<file path="src/rtl/uart_irq_pkg.sv">
package uart_irq_pkg;

    parameter int unsigned RX_DEPTH = 16;
    localparam int unsigned CNT_W   = $clog2(RX_DEPTH + 1);

    // enable bit positions
    localparam int unsigned EN_RXD = 0;
    localparam int unsigned EN_TXE = 1;
    localparam int unsigned EN_LSE = 2;
    localparam int unsigned EN_MDM = 3;

    localparam logic [1:0] FIFO_TAG = 2'b11;

    typedef enum logic [3:0] {
        IID_MDM  = 4'h0,
        IID_NONE = 4'h1,
        IID_TXE  = 4'h2,
        IID_RXD  = 4'h4,
        IID_LINE = 4'h6,
        IID_TMO  = 4'hC
    } iid_code_e;

    // ordered highest priority first
    typedef struct packed {
        logic line;
        logic tmo;
        logic rxd;
        logic txe;
        logic mdm;
    } irq_req_t;

    function automatic iid_code_e pick_iid(irq_req_t r);
        iid_code_e c;
        if (r.line)      c = IID_LINE;
        else if (r.tmo)  c = IID_TMO;
        else if (r.rxd)  c = IID_RXD;
        else if (r.txe)  c = IID_TXE;
        else if (r.mdm)  c = IID_MDM;
        else             c = IID_NONE;
        return c;
    endfunction

endpackage

</file>
<file path="src/rtl/uart_irq_txe_track.sv">
module uart_irq_txe_track
    import uart_irq_pkg::*;
(
    input  logic       clk,
    input  logic       rst,
    input  logic       en_wr,
    input  logic [3:0] en_wdata,
    input  logic       tx_wr,
    input  logic       id_rd,
    input  logic       id_shows_txe,
    input  logic       tx_empty,
    output logic [3:0] en_q,
    output logic       txe_pend
);

    logic empty_d;
    logic pend_nxt;
    logic txe_toggle;

    assign txe_toggle = en_wr && (en_wdata[EN_TXE] != en_q[EN_TXE]);

    always_comb begin
        pend_nxt = txe_pend;
        if (tx_empty && !empty_d)   pend_nxt = 1'b1;
        if (id_rd && id_shows_txe)  pend_nxt = 1'b0;
        if (tx_wr)                  pend_nxt = 1'b0;
        if (txe_toggle)             pend_nxt = en_wdata[EN_TXE] && tx_empty;
    end

    always_ff @(posedge clk) begin
        if (rst) begin
            en_q     <= '0;
            txe_pend <= 1'b0;
            empty_d  <= 1'b1;
        end else begin
            if (en_wr) en_q <= en_wdata;
            txe_pend <= pend_nxt;
            empty_d  <= tx_empty;
        end
    end


    tx_wr_clears_chk: assert property (@(posedge clk) disable iff (rst)
        (tx_wr && !txe_toggle) |=> !txe_pend);


    id_read_clears_chk: assert property (@(posedge clk) disable iff (rst)
        (id_rd && id_shows_txe && !txe_toggle) |=> !txe_pend);


    enable_rearm_chk: assert property (@(posedge clk) disable iff (rst)
        (en_wr && en_wdata[EN_TXE] && !en_q[EN_TXE] && tx_empty) |=> txe_pend);

endmodule

</file>
<file path="src/rtl/uart_irq_prio.sv">
module uart_irq_prio
    import uart_irq_pkg::*;
#(
    parameter int unsigned W = CNT_W
) (
    input  logic [3:0] en,
    input  logic [3:0] line_err,
    input  logic       rx_ready,
    input  logic       fifo_on,
    input  logic [W-1:0] rx_level,
    input  logic [W-1:0] rx_trigger,
    input  logic       rx_timeout,
    input  logic       txe_pend,
    input  logic [3:0] modem_delta,
    output iid_code_e  code
);

    irq_req_t req;
    logic     rx_enough;

    assign rx_enough = !fifo_on || (rx_level >= rx_trigger);

    always_comb begin
        req.line = en[EN_LSE] && (|line_err);
        req.tmo  = en[EN_RXD] && rx_timeout;
        req.rxd  = en[EN_RXD] && rx_ready && rx_enough;
        req.txe  = en[EN_TXE] && txe_pend;
        req.mdm  = en[EN_MDM] && (|modem_delta);
        code     = pick_iid(req);
    end

endmodule

</file>
<file path="src/rtl/uart_irq_ident.sv">
module uart_irq_ident
    import uart_irq_pkg::*;
#(
    parameter int unsigned W = CNT_W
) (
    input  logic         clk,
    input  logic         rst,
    input  logic         en_wr,
    input  logic [3:0]   en_wdata,
    input  logic         tx_wr,
    input  logic         id_rd,
    input  logic [3:0]   line_err,
    input  logic         rx_ready,
    input  logic         fifo_on,
    input  logic [W-1:0] rx_level,
    input  logic [W-1:0] rx_trigger,
    input  logic         rx_timeout,
    input  logic         tx_empty,
    input  logic [3:0]   modem_delta,
    output logic [7:0]   irq_id,
    output logic         irq
);

    logic [3:0] en_q;
    logic       txe_pend;
    logic       id_shows_txe;
    iid_code_e  code;

    assign id_shows_txe = (irq_id[3:0] == IID_TXE);

    uart_irq_txe_track u_track (
        .clk          (clk),
        .rst          (rst),
        .en_wr        (en_wr),
        .en_wdata     (en_wdata),
        .tx_wr        (tx_wr),
        .id_rd        (id_rd),
        .id_shows_txe (id_shows_txe),
        .tx_empty     (tx_empty),
        .en_q         (en_q),
        .txe_pend     (txe_pend)
    );

    uart_irq_prio #(.W(W)) u_prio (
        .en          (en_q),
        .line_err    (line_err),
        .rx_ready    (rx_ready),
        .fifo_on     (fifo_on),
        .rx_level    (rx_level),
        .rx_trigger  (rx_trigger),
        .rx_timeout  (rx_timeout),
        .txe_pend    (txe_pend),
        .modem_delta (modem_delta),
        .code        (code)
    );

    always_ff @(posedge clk) begin
        if (rst) begin
            irq_id <= {4'h0, IID_NONE};
            irq    <= 1'b0;
        end else begin
            irq_id <= {(fifo_on ? FIFO_TAG : 2'b00), 2'b00, code};
            irq    <= (code != IID_NONE);
        end
    end


    line_first_chk: assert property (@(posedge clk) disable iff (rst)
        (en_q[EN_LSE] && (|line_err)) |=> (irq_id[3:0] == IID_LINE));


    fifo_tag_chk: assert property (@(posedge clk) disable iff (rst)
        fifo_on |=> (irq_id[7:6] == FIFO_TAG));


    irq_match_chk: assert property (@(posedge clk) disable iff (rst)
        irq == !irq_id[0]);

endmodule

</file>
<file path="config.mk">
export PLATFORM = sky130hd
export DESIGN_NAME = uart_irq_ident
export DESIGN_NICKNAME = d
export VERILOG_FILES = /design/src/rtl/uart_irq_pkg.sv /design/src/rtl/uart_irq_txe_track.sv /design/src/rtl/uart_irq_prio.sv /design/src/rtl/uart_irq_ident.sv
export SDC_FILE = /design/constraint.sdc
export NUM_CORES = 1
export LEC_CHECK = 0
export BUFFER_PORTS_ARGS = -buffer_cell sky130_fd_sc_hd__buf_2
export CORE_MARGIN = 2
export CORE_UTILIZATION = 44
export CTS_CLUSTER_SIZE = 24
export DETAILED_ROUTE_END_ITERATION = 12
export PLACE_DENSITY = 0.86
export SLEW_MARGIN = 20
export SYNTH_ARGS = -nofsm -noshare
export SYNTH_HDL_FRONTEND = slang
export SYNTH_SLANG_ARGS = --single-unit
</file>
<file path="constraint.sdc">
create_clock -name clk -period 1.6 [get_ports clk]
set_input_delay 0.08 -clock clk [delete_from_list [all_inputs] [get_ports clk]]
set_output_delay 0.08 -clock clk [all_outputs]
set_load 0.1 [all_outputs]
</file>
==> run metrics <==
status=finished, final reports clean; max-slew violation count=0; Final #Nets=~150; Worst Clk Skew=roughly 0.0028 ns; Placer Congestion=between 0.7 and 0.8; Worst Path Buf+Inv=1; PortBufs=37; setup violators final=0; first-pass GRT wire length=approximately 2.2 mm; postcts setup bufs=0; routed len/inst=10.6 um; Fmax achieved=roughly 900 MHz; area grow syn2layout=31.2%; Max Cap Violations=0; Final Core Density=between 60% and 70%; RSZ-0062 raised after global routing=no; die span in x=between 40 and 50 um; core area=around 1400 um2; yosys warns=0; DR vias/cell=about 4.9; Post-Place Cells=120; synth unique cells=28; syn_area_per_cell=approximately 9.1 um2; initial DRC count=13; Final WS setup=approximately 0.49 ns; Data arrival, critical path=between 1 and 1.5 ns; Final min period=1.11 ns; CTS buffer count=3; Congestion Overflow GR=0; most common cell after layout, fill and taps aside=buf_2; Hold Crit Class=input port to flip-flop; most frequent cells in the layout=buf_2 (37), dfxtp_1 (12), nand2_1 (9); worst-margin pin slew=0.485 ns; H-tree lvl count=1; CTS clk-pin slew, worst paths=around 0.070 ns; Post-Syn Area=approximately 660 um2; Antenna Violating Nets Remaining=0; pwr/cell area=between 900 and 1000 nW/um2; vias post-DR=between 600 and 700; Slew Limit Headroom=67.2%; vias in the first global route=between 500 and 600; IR drop worst, VDD=between 600 and 700 uV; num rows=13; register area share after synthesis=a little over a third; Die H=about 43 um; Worst path max stage delay=0.42 ns; share of layout cells above drive strength 1=between 40 and 50%; Post-Route WL=roughly 1.3 mm; CTS tree=yes; CTS root buf=clkbuf_4; dpl ws=0.294 ns; clk_lat worst skew=0.27 ns; clock sink total=12; Max Buffers Root-to-Sink=2; startpoint types=flip-flop; I/O pins=40; Lkg Pwr=0.445 nW; Tcrit/Tclk final=between 60 and 70%; highest fanout seen on the critical path=2; Final Non-Filler Cells=~120; TNS Setup=0 ns; post-CTS resize count=0; cell breakdown of the critical path=buf_2; drt first pass iters=4; residual DRC count=0; DP HPWL=between 1 and 1.5 mm; initial antenna violation count=0; gr usage total=between 10% and 20%; Inserted Diodes=0; required time worst endpoint=between 1.5 and 2 ns; critical path class=flip-flop to output pin; die area=between 1500 and 2000 um2; final hold violations=0; flops & latches, synth=12; Fin Hold WS=roughly 0.028 ns; Max stage delay cell, worst path=buf_2; starting density of the core=between 40% and 50%; Synth Instances=72; CTS Hold Bufs=0; crit-path leading delay family=buffers and inverters; Worst setup EP type=output pin; pin count of the biggest net entering global routing=14
-- state kept, by name, indices dropped and copies added (netlist names) --
signal	cells
irq	1
irq_id	5
u_track.empty_d	1
u_track.en_q	4
u_track.txe_pend	1
-- per-stage QoR --
stage	instance area [um2]	total power, mW
after floorplan	662	0.499
after global placement	827	0.548
after detailed placement	827	0.553
after CTS	863	0.791
after global routing	863	0.827
final	863	0.785
-- metal layers --
| metal | part of all wire [%] | GRT usage [%] |
|---|---|---|
| met5 | 0 | 0 |
| met4 | 0.91 | 3.13 |
| met3 | 8.6 | 8.09 |
| met2 | 52 | 27.3 |
| met1 | 38 | 18.1 |
-- worst paths after layout --
kind / from / endpoint / slack, ns / cells after the start
min reg2reg: u_track.en_q[0] / irq_id[3] / 0.52 / 2
max reg2reg: u_track.en_q[0] / irq / 0.50 / 4
max: irq_id[0] / irq_id[0] / 0.49 / 1
min: tx_empty / u_track.empty_d / 0.03 / 2
-- synth_stat cells --
cell	number	area share [%]
nor4b_1	1	1.3
nor2_1	8	4.6
o2111ai_1	1	1.3
a31oi_2	1	1.9
o21ai_1	1	0.76
nor3b_2	1	1.9
a41oi_1	1	1.3
nor2b_1	2	1.9
nor2_2	1	0.95
buf_2	1	0.76
o2bb2ai_1	1	1.3
buf_4	3	3.4
o41ai_4	1	4.2
a211oi_2	1	1.9
conb_1	1	0.57
a21oi_1	2	1.5
ha_1	5	9.5
or2_2	1	0.95
o41ai_1	1	1.3
dfxtp_1	12	37
o21ai_0	1	0.76
a41o_1	1	1.5
nand4_1	1	0.95
inv_1	8	4.6
mux2i_1	4	6.1
nand2_1	9	5.1
a21oi_2	1	1.3
buf_6	1	1.7
-- power breakdown --
group          internal, mW  leakage [nW]  switching (mW)  total [mW]
clock                 0.138        0.0210           0.101       0.239
combinational        0.0649         0.325           0.155       0.220
sequential            0.316        0.0990         0.00910       0.325
total                 0.520         0.445           0.265       0.785
-- area by class of cell --
type                       count  area [um2]
fill                         126         487
multi-input combinational     48         353
sequential                    12         240
timing repair buffer          37         185
clock buffer                   4        36.3
inverter                       8        30.0
tap                           15        18.8
-- logic make-up after synthesis --
kind of cell	share of synthesized area, %
and+or+nand+nor	17.7
AOI/OAI and AO/OA	19.2
buffers and inverters	10.5
DFF	36.5
adders and majority gates	9.51
muxes	6.08
other	0.570
(Power assumes the default switching activity.)
